===== config.mk =====
export PLATFORM = sky130hd
export DESIGN_NAME = dbg_obs_mux
export DESIGN_NICKNAME = d
export VERILOG_FILES = /design/src/rtl/dbg_obs_pkg.sv /design/src/rtl/dbg_obs_sel_stage.sv /design/src/rtl/dbg_obs_cfg_regs.sv /design/src/rtl/dbg_obs_partition.sv /design/src/rtl/dbg_obs_mux.sv
export SDC_FILE = /design/constraint.sdc
export NUM_CORES = 1
export LEC_CHECK = 0
export CAP_MARGIN = 5
export CORE_AREA = 5 5 408 410
export CTS_BUF_LIST = sky130_fd_sc_hd__clkbuf_8
export DETAILED_ROUTE_END_ITERATION = 16
export DIE_AREA = 0 0 413 415
export PLACE_DENSITY = 0.38
export SKIP_CTS_REPAIR_TIMING = 1
export SLEW_MARGIN = 40
export SYNTH_ARGS = -nofsm -noshare
export SYNTH_HDL_FRONTEND = slang
export SYNTH_SLANG_ARGS = --single-unit

===== constraint.sdc =====
create_clock -name clk -period 1.55 [get_ports clk]
set_input_delay 0.155 -clock clk [delete_from_list [all_inputs] [get_ports clk]]
set_output_delay 0.155 -clock clk [all_outputs]
set_load 0.05 [all_outputs]

===== src/rtl/dbg_obs_pkg.sv =====
// Package dbg_obs_pkg
// Shared helpers for the observation selector. It provides the tier
// classification that the address decoder produces, and a width helper
// that stays legal when a count is 1.
package dbg_obs_pkg;

    typedef enum logic [1:0] {
        TIER_UNIT = 2'd0,
        TIER_PART = 2'd1,
        TIER_CENT = 2'd2,
        TIER_NONE = 2'd3
    } tier_e;

    // Bits needed to select among n items (at least 1).
    function automatic int sel_width(input int n);
        return (n > 1) ? $clog2(n) : 1;
    endfunction

endpackage


===== src/rtl/dbg_obs_sel_stage.sv =====
// Module dbg_obs_sel_stage
// One registered selection tier. It picks one of N_IN lanes of width W
// with a binary selector and registers the result.
// Assumes: din packs lane i at bits [i*W +: W]. A selector value of
// N_IN or more gives zero.
module dbg_obs_sel_stage #(
    parameter int N_IN  = 8,
    parameter int W     = 8,
    parameter int SEL_W = 3
) (
    input  logic                clk,
    input  logic                rst_n,
    input  logic [N_IN*W-1:0]   din,
    input  logic [SEL_W-1:0]    sel,
    output logic [W-1:0]        dout
);

    logic [W-1:0] pick;

    // Combinational lane pick driven by the selector.
    always_comb begin
        pick = '0;
        for (int i = 0; i < N_IN; i++) begin
            if (sel == SEL_W'(i)) begin
                pick = din[i*W +: W];
            end
        end
    end

    // Register the picked lane; clear on reset.
    always_ff @(posedge clk) begin
        if (!rst_n) begin
            dout <= '0;
        end else begin
            dout <= pick;
        end
    end

endmodule


===== src/rtl/dbg_obs_cfg_regs.sv =====
// Module dbg_obs_cfg_regs
// The selector register bank.
//   - Unit selectors are at addresses 0 .. N_USEL-1.
//   - Partition selectors follow them.
//   - The central selector is at the next address.
//   - Any higher address is decoded as TIER_NONE and ignored.
// A write stores the low bits of the write data on the edge that samples
// it. Reset clears every selector.
// Assumes: DATA_W is at least the widest selector.
module dbg_obs_cfg_regs
    import dbg_obs_pkg::*;
#(
    parameter int N_PART = 4,
    parameter int N_UNIT = 4,
    parameter int USW    = 3,
    parameter int PSW    = 2,
    parameter int CSW    = 2,
    parameter int ADDR_W = 5,
    parameter int DATA_W = 8,
    localparam int N_USEL = N_PART * N_UNIT
) (
    input  logic                   clk,
    input  logic                   rst_n,
    input  logic                   cfg_we,
    input  logic [ADDR_W-1:0]      cfg_addr,
    input  logic [DATA_W-1:0]      cfg_wdata,
    output logic [N_USEL*USW-1:0]  unit_sel_flat,
    output logic [N_PART*PSW-1:0]  part_sel_flat,
    output logic [CSW-1:0]         cent_sel
);

    localparam int PART_BASE = N_USEL;
    localparam int CENT_ADDR = N_USEL + N_PART;

    tier_e             dec_tier;
    logic [ADDR_W-1:0] dec_idx;

    // Decode the address into a tier and an index within that tier.
    always_comb begin
        dec_tier = TIER_NONE;
        dec_idx  = '0;
        if (int'(cfg_addr) < PART_BASE) begin
            dec_tier = TIER_UNIT;
            dec_idx  = cfg_addr;
        end else if (int'(cfg_addr) < CENT_ADDR) begin
            dec_tier = TIER_PART;
            dec_idx  = cfg_addr - ADDR_W'(PART_BASE);
        end else if (int'(cfg_addr) == CENT_ADDR) begin
            dec_tier = TIER_CENT;
        end
    end

    for (genvar i = 0; i < N_USEL; i++) begin : g_unit_reg
        // Unit selector i: load the low bits on an addressed write.
        always_ff @(posedge clk) begin
            if (!rst_n) begin
                unit_sel_flat[i*USW +: USW] <= '0;
            end else if (cfg_we && dec_tier == TIER_UNIT &&
                         dec_idx == ADDR_W'(i)) begin
                unit_sel_flat[i*USW +: USW] <= cfg_wdata[USW-1:0];
            end
        end
    end

    for (genvar p = 0; p < N_PART; p++) begin : g_part_reg
        // Partition selector p: load the low bits on an addressed write.
        always_ff @(posedge clk) begin
            if (!rst_n) begin
                part_sel_flat[p*PSW +: PSW] <= '0;
            end else if (cfg_we && dec_tier == TIER_PART &&
                         dec_idx == ADDR_W'(p)) begin
                part_sel_flat[p*PSW +: PSW] <= cfg_wdata[PSW-1:0];
            end
        end
    end

    // Central selector: load the low bits on an addressed write.
    always_ff @(posedge clk) begin
        if (!rst_n) begin
            cent_sel <= '0;
        end else if (cfg_we && dec_tier == TIER_CENT) begin
            cent_sel <= cfg_wdata[CSW-1:0];
        end
    end

endmodule


===== src/rtl/dbg_obs_partition.sv =====
// Module dbg_obs_partition
// One partition. It has N_UNIT registered unit tiers, each choosing a lane
// from its own N_GRP lanes, and one registered partition tier that chooses
// among the unit results.
// Assumes: din packs unit u, lane g at bits [(u*N_GRP+g)*W +: W].
module dbg_obs_partition #(
    parameter int N_UNIT = 4,
    parameter int N_GRP  = 8,
    parameter int W      = 8,
    parameter int USW    = 3,
    parameter int PSW    = 2
) (
    input  logic                      clk,
    input  logic                      rst_n,
    input  logic [N_UNIT*N_GRP*W-1:0] din,
    input  logic [N_UNIT*USW-1:0]     unit_sel,
    input  logic [PSW-1:0]            part_sel,
    output logic [W-1:0]              part_q
);

    logic [N_UNIT*W-1:0] unit_q;

    for (genvar u = 0; u < N_UNIT; u++) begin : g_unit
        dbg_obs_sel_stage #(
            .N_IN (N_GRP),
            .W    (W),
            .SEL_W(USW)
        ) u_unit_stage (
            .clk  (clk),
            .rst_n(rst_n),
            .din  (din[u*N_GRP*W +: N_GRP*W]),
            .sel  (unit_sel[u*USW +: USW]),
            .dout (unit_q[u*W +: W])
        );
    end

    dbg_obs_sel_stage #(
        .N_IN (N_UNIT),
        .W    (W),
        .SEL_W(PSW)
    ) u_part_stage (
        .clk  (clk),
        .rst_n(rst_n),
        .din  (unit_q),
        .sel  (part_sel),
        .dout (part_q)
    );

endmodule


===== src/rtl/dbg_obs_mux.sv =====
// Module dbg_obs_mux (top)
// Three-tier observation selector: unit, then partition, then central.
// Each tier is registered, so a lane reaches obs_out three edges after it
// is sampled. The register bank drives all selectors.
// Assumes: sig_in packs partition p, unit u, lane g at bits
// [((p*N_UNIT+u)*N_GRP+g)*LANE_W +: LANE_W].
module dbg_obs_mux
    import dbg_obs_pkg::*;
#(
    parameter int N_PART = 4,
    parameter int N_UNIT = 4,
    parameter int N_GRP  = 8,
    parameter int LANE_W = 8,
    parameter int CFG_DW = 8,
    localparam int USW    = sel_width(N_GRP),
    localparam int PSW    = sel_width(N_UNIT),
    localparam int CSW    = sel_width(N_PART),
    localparam int N_USEL = N_PART * N_UNIT,
    localparam int N_REGS = N_USEL + N_PART + 1,
    localparam int ADDR_W = sel_width(N_REGS),
    localparam int PART_IN_W = N_UNIT * N_GRP * LANE_W,
    localparam int SIG_W  = N_PART * PART_IN_W
) (
    input  logic               clk,
    input  logic               rst_n,
    input  logic [SIG_W-1:0]   sig_in,
    input  logic               cfg_we,
    input  logic [ADDR_W-1:0]  cfg_addr,
    input  logic [CFG_DW-1:0]  cfg_wdata,
    output logic [LANE_W-1:0]  obs_out
);

    logic [N_USEL*USW-1:0]    unit_sel_flat;
    logic [N_PART*PSW-1:0]    part_sel_flat;
    logic [CSW-1:0]           cent_sel;
    logic [N_PART*LANE_W-1:0] part_res;

    dbg_obs_cfg_regs #(
        .N_PART(N_PART),
        .N_UNIT(N_UNIT),
        .USW   (USW),
        .PSW   (PSW),
        .CSW   (CSW),
        .ADDR_W(ADDR_W),
        .DATA_W(CFG_DW)
    ) u_cfg (
        .clk          (clk),
        .rst_n        (rst_n),
        .cfg_we       (cfg_we),
        .cfg_addr     (cfg_addr),
        .cfg_wdata    (cfg_wdata),
        .unit_sel_flat(unit_sel_flat),
        .part_sel_flat(part_sel_flat),
        .cent_sel     (cent_sel)
    );

    for (genvar p = 0; p < N_PART; p++) begin : g_part
        dbg_obs_partition #(
            .N_UNIT(N_UNIT),
            .N_GRP (N_GRP),
            .W     (LANE_W),
            .USW   (USW),
            .PSW   (PSW)
        ) u_part (
            .clk     (clk),
            .rst_n   (rst_n),
            .din     (sig_in[p*PART_IN_W +: PART_IN_W]),
            .unit_sel(unit_sel_flat[p*N_UNIT*USW +: N_UNIT*USW]),
            .part_sel(part_sel_flat[p*PSW +: PSW]),
            .part_q  (part_res[p*LANE_W +: LANE_W])
        );
    end

    dbg_obs_sel_stage #(
        .N_IN (N_PART),
        .W    (LANE_W),
        .SEL_W(CSW)
    ) u_cent_stage (
        .clk  (clk),
        .rst_n(rst_n),
        .din  (part_res),
        .sel  (cent_sel),
        .dout (obs_out)
    );

endmodule


## Word level (Yosys, flattened, before mapping)

Index checks and enable logic that the tools add are counted.

- Flip-flop bits (word level): 226
- Input port bits: 1040
- Word-level logic and storage cells: 389

- Add/subtract/negate cells: 1
- Magnitude comparators: 2
- Eq/ne operators: 145
- Mux-type cells: 153
- Reduce and logical (&&, ||, !) cells: 46

Operator list:

| cell | number |
|---|---|
| 8-bit two-way mux | 148 |
| 3-bit == test (second input constant) | 64 |
| 3-bit by 2-bit == test with 1-bit output (second input constant) | 32 |
| 3-bit by 1-bit == test with 1-bit output (second input constant) | 16 |
| 3-bit logical NOT | 16 |
| 5-bit by 4-bit == test with 1-bit output (second input constant) | 8 |
| 1-bit logical AND | 23 |
| 2-bit == test (second input constant) | 11 |
| 5-bit by 3-bit == test with 1-bit output (second input constant) | 4 |
| 2-bit by 1-bit == test with 1-bit output (second input constant) | 6 |
| 2-bit logical NOT | 6 |
| 5-bit by 2-bit == test with 1-bit output (second input constant) | 2 |
| 5-bit < comparator (second input constant) | 2 |
| 5-bit two-way mux | 2 |
| 5-bit by 1-bit == test with 1-bit output (second input constant) | 1 |
| 5-bit == test (second input constant) | 1 |
| 5-bit logical NOT | 1 |
| 5-bit subtractor (second input constant) | 1 |
| 2-bit two-way mux | 2 |
| 1-bit two-way mux | 1 |

## Depth between registers and ports, before layout

Gate-level depths: netlist (run 1).

- Word-level depth: 9
- Mapped depth: 6
- Gate-level depth less buffers: 4

## Hierarchy

Synthesis (run 1) repeated with hierarchy kept, for this count alone.

- Cells, all modules: 1655
- Area total of the unflattened synthesis: 16771.1 µm²

By module, submodules not included:

| module | times used | cells each | area an instance (µm²) | sequential area each (µm²) |
|---|---|---|---|---|
| dbg_obs_sel_stage (g_part[0].u_part.g_unit[0].u_unit_stage ...) | 16 | 78 | 772.0 | 160.2 |
| dbg_obs_cfg_regs | 1 | 222 | 2342.2 | 1161.1 |
| dbg_obs_sel_stage (g_part[0].u_part.u_part_stage ...) | 5 | 37 | 415.4 | 160.2 |

## Least setup slack after synthesis (run 1)

No wires, ideal clock.

- Kind: flip-flop to flip-flop
- Start: register u_cfg.unit_sel_flat[15]
- End: register g_part[1].u_part.g_unit[1].u_unit_stage.dout[7]
- Library setup time: 0.116 ns
- Data arrival time: 1.393 ns
- Slack: 0.041 ns
- Cell stages (with the launch flop): 6
- Buffers on the path: 2
- Clock period less this slack: 1.509 ns
- Cell sequence: dfxtp_1 > buf_2 > buf_2 > mux4_2 > mux2i_1 > nor2b_1

- Longest elaborated chain between the ends: 9
- Elaborated cells on any way between the ends: 16

Ends and longest elaborated chain:

| what | RTL line | source |
|---|---|---|
| start, declared | dbg_obs_cfg_regs.sv:27 | `output logic [N_USEL*USW-1:0] unit_sel_flat,` |
| start signal, assigned by index | dbg_obs_cfg_regs.sv:60 | `unit_sel_flat[i*USW +: USW] <= cfg_wdata[USW-1:0];` |
| 3-bit logical NOT | dbg_obs_sel_stage.sv:24 | `if (sel == SEL_W'(i)) begin` |
| 8-bit two-way mux (7 in a row) | dbg_obs_sel_stage.sv:24 |  |
| 8-bit two-way mux * | dbg_obs_sel_stage.sv:24 |  |
| end signal, assigned | dbg_obs_sel_stage.sv:35 | `dout <= pick;` |
| end, declared | dbg_obs_sel_stage.sv:15 | `output logic [W-1:0] dout` |

Mark *: on every way between the ends. The rest lies on a longest branch, timed or not.
A chain may end at the register's enable or synchronous reset.

## Worst setup path after layout (run 1)

- Start: register u_cfg.unit_sel_flat[9]
- End: register g_part[0].u_part.g_unit[3].u_unit_stage.dout[6]

- Longest elaborated chain between the ends: 9
- Elaborated cells on any way between the ends: 16

Ends and longest elaborated chain:

| what | RTL line |
|---|---|
| 3-bit logical NOT | dbg_obs_sel_stage.sv:24 |
| 8-bit two-way mux (7 in a row) | dbg_obs_sel_stage.sv:24 |
| 8-bit two-way mux * | dbg_obs_sel_stage.sv:24 |
| end signal, assigned | dbg_obs_sel_stage.sv:35 |
| end, declared | dbg_obs_sel_stage.sv:15 |

Marked as above.

==> results.py, run 1 <==
metrics = {
    "timing": {
        "setup_viol": 24,
        "fmaxAchievable_mhz": 615,
        "layout_min_cycle_time_ns": 1.63,
        "setup_tns_ns": -0.603,
        "maxSlewHeadroom": 0.581,
        "rsz0062_at_grt": "yes",
        "worst_pin_slew_ns": 0.628,
        "finalHoldViolCount": 0,
        "skew_ns": 0.0246,
        "fin_ws_ns": -0.0753,
        "hold_ws_ns": 0.0187,
        "fin_crit_sh": 1.05,
        "final-max-slew-violation-count": 0,
    },
    "route": {
        "drtAntennaViolNets": 0,
        "routed_wl_um": 124000,
        "via_per_inst": 3.49,
        "wire_per_inst_um": 25.5,
        "route.detailed.drc": 0,
        "first_iter_violations": 673,
        "first_pass_iters": 5,
        "via_count": 16900,
    },
    "logic_synthesis": {
        "postSynthCellCount": 1400,
        "ys.warnings.count": 0,
        "async_flop_share": 0,
        "synth_seq_cells": 226,
        "synth-edff-count": 0,
        "syn_nets": 2440,
        "synth-main-ff-cell": "dfxtp_1",
        "synth.most_common_cell": "mux4_2",
        "synth_area_leaders": "mux4_2, dfxtp_1, mux2i_1",
        "seq_area_frac_synth": 0.285,
        "synth_top_area_share": 0.327,
        "synth_commonest_cells": "mux4_2, dfxtp_1, mux2i_1",
        "synth_area_per_cell_um2": 11.3,
        "yosys.area.top_type": "mux4_2",
        "synth_cell_type_count": 47,
        "synth_area_um2": 15800,
    },
    "placement": {
        "io_buffers": 1042,
        "place.gp.congestion": 0.866,
        "dp_cells": 4691,
        "dp_hpwl_um": 104000,
        "dp_slack_ns": -0.653,
    },
    "clocking": {
        "cts_buffers": 52,
        "tritoncts": "done",
        "clk_pin_slew_ns": 0.06,
        "cts_sinks": 226,
        "root_buffer": "clkbuf_8",
        "clock_latency_ns": 0.71,
        "htreeDepth": 2,
        "cts.path.max_buffers": 3,
    },
    "floorplan": {
        "fp.dieW_um": 413,
        "die-area_um2": 171000,
        "fp.dieH_um": 415,
        "io_pins": 1048,
        "row_count": 148,
        "start_util": 0.0978,
        "core_area_um2": 162000,
    },
    "outcome": {
        "violations": "setup timing",
        "status": "finished with violations",
    },
    "power_and_ir_drop": {
        "powerDensity_nw_per_um2": 570,
        "clockPowerShare": 0.421,
        "p_int_mw": 14.2,
        "p_sw_mw": 4.88,
        "power.total_mw": 19.1,
        "combPwrFrac": 0.253,
        "cellLeakagePower_nw": 11.1,
        "ir_drop_mv": 0.753,
        "switching_share": 0.255,
        "p_seq_frac": 0.326,
    },
    "job": {
        "max_cap_violations": 0,
    },
    "worst_setup_path": {
        "crit_fanout": 8,
        "crit_path_end_kind": "flip-flop",
        "crit_type": "reg2reg",
        "worstSetupStartpointType": "flip-flop",
        "crit_arrival_ns": 2.21,
        "cp.required_ns": 2.14,
        "r2r_slack_ns": -0.08,
    },
    "global_route": {
        "grt_pass1_vias": 18500,
        "overflow": 0,
        "grt_first_pass_wirelength_um": 156000,
        "grt_usage": 0.132,
        "antenna_found_initial": 33,
        "grt_start_max_net_pins": 45,
    },
    "layout": {
        "layout-drive-gt1-share": 0.272,
        "nets": 3666,
        "finalNonFillerCells": 4849,
        "synthToLayoutAreaGrowth_pct": 112,
    },
    "hold_path": {
        "worstHoldPathType": "in2reg",
    },
}
==> per-stage QoR <==
| step | util | area (µm²) |
|---|---|---|
| after floorplan | - | 15800 |
| after global placement | 0.190 | 30800 |
| after detailed placement | 0.190 | 30800 |
| after CTS | 0.197 | 32000 |
| after global routing | 0.207 | 33600 |
| final | 0.207 | 33600 |
==> area by class of cell <==
cell class,instances,area (µm²)
antenna,11,27.5
clock buffer,60,826
clock inverter,31,350
fill,17700,128000
inverter,2,7.51
multi-input combinational,1030,11300
sequential,226,4590
tap,2175,2720
timing repair buffer,1314,13700
==> sequential cells by signal, summed over array words and instances (netlist names) <==
signal / cells
u_cfg.cent_sel: 2
u_cfg.unit_sel_flat: 48
g_part.u_part.u_part_stage.dout: 32
u_cfg.part_sel_flat: 8
u_cent_stage.dout: 8
g_part.u_part.g_unit.u_unit_stage.dout: 128
==> layer usage <==
metal,global-route usage,wire (µm),up-vias
met1,0.156,49700,8324
met4,0.0301,2670,10
li1,-,-,7800
met2,0.240,63500,657
met5,0,58,-
met3,0.0325,7730,138
==> power groups by stage <==
stage	clock network [mW]	logic, mW	registers, mW
2_1_floorplan	0	1.15	6.24
3_3_place_gp	0	4.68	6.39
3_5_place_dp	0	4.70	6.38
4_1_cts	8.60	4.73	6.26
5_1_grt	8.80	5.11	6.24
6_report	8.06	4.84	6.23
==> placed cells by master (no fill, tap or decap), types with 6 or more instances in the layout <==
| cell type | instances |
|---|---|
| buf_6 | 36 |
| a32o_1 | 6 |
| o22ai_1 | 10 |
| o21ai_1 | 13 |
| nor2b_1 | 140 |
| buf_4 | 148 |
| dlygate4sd3_1 | 9 |
| and2_1 | 40 |
| inv_1 | 18 |
| clkdlybuf4s50_1 | 1030 |
| mux2i_2 | 41 |
| o21ai_0 | 37 |
| mux2i_1 | 127 |
| mux4_2 | 230 |
| clkbuf_8 | 61 |
| a211oi_2 | 6 |
| dfxtp_2 | 7 |
| a211oi_1 | 9 |
| diode_2 | 11 |
| a21boi_1 | 26 |
| a21boi_0 | 19 |
| mux2i_4 | 19 |
| clkbuf_16 | 13 |
| bufinv_16 | 8 |
| o211ai_1 | 10 |
| dfxtp_1 | 205 |
| nor2_1 | 50 |
| nand2b_1 | 14 |
| dfxtp_4 | 14 |
| o32ai_1 | 7 |
| buf_12 | 72 |
| nand3_1 | 33 |
| nand2_1 | 115 |
==> critical path: stages, from the launching register on <==
cell	delay, ns
dfxtp_4	0.41
buf_12	0.16
mux4_2	0.52
mux2i_2	0.20
buf_4	0.16
nor2b_1	0.04
==> final timing paths <==
| check | cells past startpoint | from | end |
|---|---|---|---|
| worst max-delay path | 5 | u_cfg.unit_sel_flat[9] | g_part[0].u_part.g_unit[3].u_unit_stage.dout[6] |
| worst min-delay path | 3 | cfg_wdata[2] | u_cfg.unit_sel_flat[35] |
| worst max register to register | 5 | u_cfg.unit_sel_flat[9] | g_part[0].u_part.g_unit[3].u_unit_stage.dout[6] |
| worst min register to register | 2 | u_cfg.part_sel_flat[4] | u_cfg.part_sel_flat[4] |
==> cells by family (layout without fill, tap and decap cells) <==
logic type      count (synthesis)  after routing  synth area share
flops                         226            226             0.285
other cells                     0             11                 0
simple gates                  438            438             0.152
compound gates                175            175            0.0753
buf+inv                       144           1407            0.0420
mux                           417            417             0.445
No activity file was read; power rests on OpenSTA's default activity.
==> inputs of run 2 (changes only) <==
- CORE_AREA: 5 5 408 410 -> 5 5 402 404
- DIE_AREA: 0 0 413 415 -> 0 0 407 409
- PLACE_DENSITY: 0.38 -> 0.43
- SYNTH_HIERARCHICAL: unset -> 1
==> run 2 against run 1 <==
Effect of this change:
- maximum frequency increased by 5.4%
- synthesized cell count grew 18%
- the run now ends clean
- utilization is 0.20 points higher
- sequential share of layout area is 0.10 points higher
- flip-flop and latch count stayed put
- power grew 7.5%
- global-route usage rose by 0.89 points
- clock-buffer cell count grew 10
- critical endpoint is now g_part[2].u_part/g_unit[3].u_unit_stage/dout[7]
- die area decreased by 2.9%
- via count rose by 12%
- setup slack improved by 0.084 ns
- routed wire length grew 1.2%
==> results.py, run 2 <==
metrics = {
    "layout": {
        "top_register": "g_part.u_part/g_unit.u_unit_stage/dout",
        "reg_top3": "g_part.u_part/g_unit.u_unit_stage/dout x128, u_cfg/unit_sel_flat x48, g_part.u_part/u_part_stage/dout x32",
        "multi_input_area_um2": 11000,
        "largest_reg_flops": 128,
        "synthToLayoutAreaGrowth_pct": 96.4,
        "register_area_um2": 4530,
        "layout_commonest_cell": "clkdlybuf4s50_1",
        "fillCellCount": 17300,
        "fin_util": 0.209,
        "nets": 3882,
        "layout_common_cells": "clkdlybuf4s50_1, dfxtp_1, mux2i_1",
        "layout-drive-gt1-share": 0.199,
    },
    "floorplan": {
        "core_area_um2": 157000,
        "row_count": 146,
        "io_pins": 1048,
        "start_util": 0.107,
        "die-area_um2": 166000,
        "fp.dieH_um": 409,
        "fp.dieW_um": 407,
    },
    "timing": {
        "setup_viol": 0,
        "layout_min_cycle_time_ns": 1.54,
        "finalHoldViolCount": 0,
        "worst_pin_slew_ns": 0.512,
        "maxSlewHeadroom": 0.650,
        "skew_ns": 0.0438,
        "fmaxAchievable_mhz": 649,
        "fin_crit_sh": 0.995,
        "rsz0062_at_grt": "yes",
        "final-max-slew-violation-count": 0,
        "hold_ws_ns": 0.0780,
    },
    "logic_synthesis": {
        "ys.warnings.count": 6,
        "synth_area_per_cell_um2": 10.1,
        "synth-main-ff-cell": "dfxtp_1",
        "synth_commonest_cells": "dfxtp_1, mux2i_1, o22ai_1",
        "synth_area_leaders": "dfxtp_1, mux2i_1, mux2_2",
        "synth.most_common_cell": "dfxtp_1",
        "seq_area_frac_synth": 0.270,
        "synth_cell_type_count": 39,
        "syn_nets": 2695,
        "synth_top_area_share": 0.270,
        "postSynthCellCount": 1655,
        "async_flop_share": 0,
        "yosys.area.top_type": "dfxtp_1",
        "synth-edff-count": 0,
        "synth_seq_cells": 226,
        "synth_area_um2": 16800,
    },
    "worst_setup_path": {
        "r2r-start": "u_cfg/unit_sel_flat[33]",
        "cp.required_ns": 2.15,
        "worstSetupStartpointType": "flip-flop",
        "crit_arrival_ns": 2.14,
        "cp_top_family": "multiplexers",
        "reg2reg_to": "g_part[2].u_part/g_unit[3].u_unit_stage/dout[7]",
        "crit_fanout": 6,
        "cp_num_cells": 4,
        "reg2reg_depth": 4,
        "r2r_slack_ns": 0.008,
        "cp_cell_sequence": "buf_6 -> mux4_1 -> nor2_4 -> a211oi_1",
        "slowest_delay_ns": 0.61,
        "cpMaxStageDelayCell": "mux4_1",
        "cp-startpoint": "u_cfg/unit_sel_flat[33]",
        "crit_path_end_kind": "flip-flop",
        "critical_path_buf_inv_count": 1,
        "crit_type": "reg2reg",
    },
    "power_and_ir_drop": {
        "ir_drop_mv": 0.606,
        "combPwrFrac": 0.236,
        "p_sw_mw": 5.30,
        "switching_share": 0.258,
        "clockPowerShare": 0.462,
        "p_seq_frac": 0.302,
        "power.total_mw": 20.6,
        "powerDensity_nw_per_um2": 624,
        "cellLeakagePower_nw": 11.6,
        "p_int_mw": 15.3,
    },
    "global_route": {
        "grt_start_max_net_pins": 68,
        "grt_pass1_vias": 20100,
        "grt_usage": 0.141,
        "overflow": 0,
        "grt_first_pass_wirelength_um": 165000,
        "antenna_found_initial": 32,
    },
    "hold_path": {
        "hold_depth": 3,
        "worstHoldPathType": "in2reg",
        "worst_hold_path.endpoint": "g_part[1].u_part/g_unit[2].u_unit_stage/dout[6]",
        "worstHoldStart": "sig_in[446]",
    },
    "clocking": {
        "root_buffer": "clkbuf_8",
        "cts_sinks": 226,
        "htreeDepth": 2,
        "cts.path.max_buffers": 3,
        "tritoncts": "done",
        "clk_pin_slew_ns": 0.06,
        "cts_buffers": 55,
        "clock_latency_ns": 0.72,
    },
    "placement": {
        "io_buffers": 1042,
        "place.gp.congestion": 0.938,
        "dp_hpwl_um": 107000,
    },
    "route": {
        "routed_wl_um": 125000,
        "via_count": 18900,
        "first_iter_violations": 814,
        "drtAntennaViolNets": 0,
        "via_per_inst": 3.80,
        "first_pass_iters": 5,
        "wire_per_inst_um": 25.2,
        "route.detailed.drc": 0,
    },
    "job": {
        "max_cap_violations": 0,
    },
    "outcome": {
        "status": "completed",
    },
}
-- run 2: cell count changes after synthesis, moves of 34 or more --
cell	change
and2_1	-40
nor2_1	+41
a211oi_1	+77
buf_6	+36
and2b_1	+34
mux2_2	+128
mux4_1	+48
clkbuf_1	-59
o22ai_1	+121
mux4_2	-182
o21ai_0	+49
nor2b_1	-114
-- run 2: per-stage QoR --
stage / cell area [µm²] / TNS (ns) / cells / setup WS, ns
after floorplan: 16800 / 0 / 1655 / 0.252
after global placement: 31000 / -8.95 / 4824 / -0.397
after detailed placement: 31000 / -9.74 / 4824 / -0.420
after CTS: 32400 / -3.03 / 4926 / -0.415
after global routing: 32900 / -0.236 / 4967 / -0.0673
final: 32900 / 0 / 4973 / 0.00841
-- run 2: kinds of logic (layout without fill, tap and decap cells) --
| family | count (synthesis) | in the layout | share of synthesized area |
|---|---|---|---|
| compound gates | 456 | 456 | 0.189 |
| simple gates | 408 | 408 | 0.131 |
| mux | 394 | 394 | 0.327 |
| flops | 226 | 226 | 0.270 |
| buf+inv | 171 | 1403 | 0.0830 |
| other cells | 0 | 14 | 0 |
-- run 2: area by class of cell --
type / count / area share
Tap cell: 2072 / 0.0787
Clock buffer: 70 / 0.0292
Timing Repair Buffer: 1301 / 0.404
Clock inverter: 32 / 0.0137
Antenna cell: 14 / 0.00106
Multi-Input combinational cell: 1258 / 0.335
Sequential cell: 226 / 0.138
-- run 2: how the worst max path moves through the flow --
| stage | slack [ns] | end |
|---|---|---|
| 2_1_floorplan | 0.25 | g_part[0].u_part/g_unit[0].u_unit_stage/dout[3] |
| 3_3_place_gp | -0.40 | g_part[2].u_part/g_unit[3].u_unit_stage/dout[7] |
| 3_5_place_dp | -0.42 | u_cfg/unit_sel_flat[10] |
| 4_1_cts | -0.42 | g_part[2].u_part/g_unit[3].u_unit_stage/dout[7] |
| 5_1_grt | -0.07 | g_part[1].u_part/g_unit[1].u_unit_stage/dout[1] |
| 6_report | 0.008 | g_part[2].u_part/g_unit[3].u_unit_stage/dout[7] |
-- run 2: power groups by stage --
stage | Combinational, mW | Clock, mW | Sequential, mW
3_5_place_dp | 4.77 | 0 | 6.33
4_1_cts | 4.81 | 10.1 | 6.21
3_3_place_gp | 4.77 | 0 | 6.33
5_1_grt | 5.15 | 10.3 | 6.22
2_1_floorplan | 1.19 | 0 | 6.26
6_report | 4.85 | 9.51 | 6.20
-- run 2: worst register-to-register path: stages (launching register included) --
cell and delay (ns):
dfxtp_4 0.38, buf_6 0.14, mux4_1 0.62, nor2_4 0.20
a211oi_1 0.08
-- run 2: metal layers --
metal	vias up	global-route usage	part of all wire
li1	8930	-	-
met1	9172	0.173	0.42
met2	662	0.254	0.50
met3	132	0.0308	0.054
met4	6	0.0277	0.018
met5	-	0	0.00022
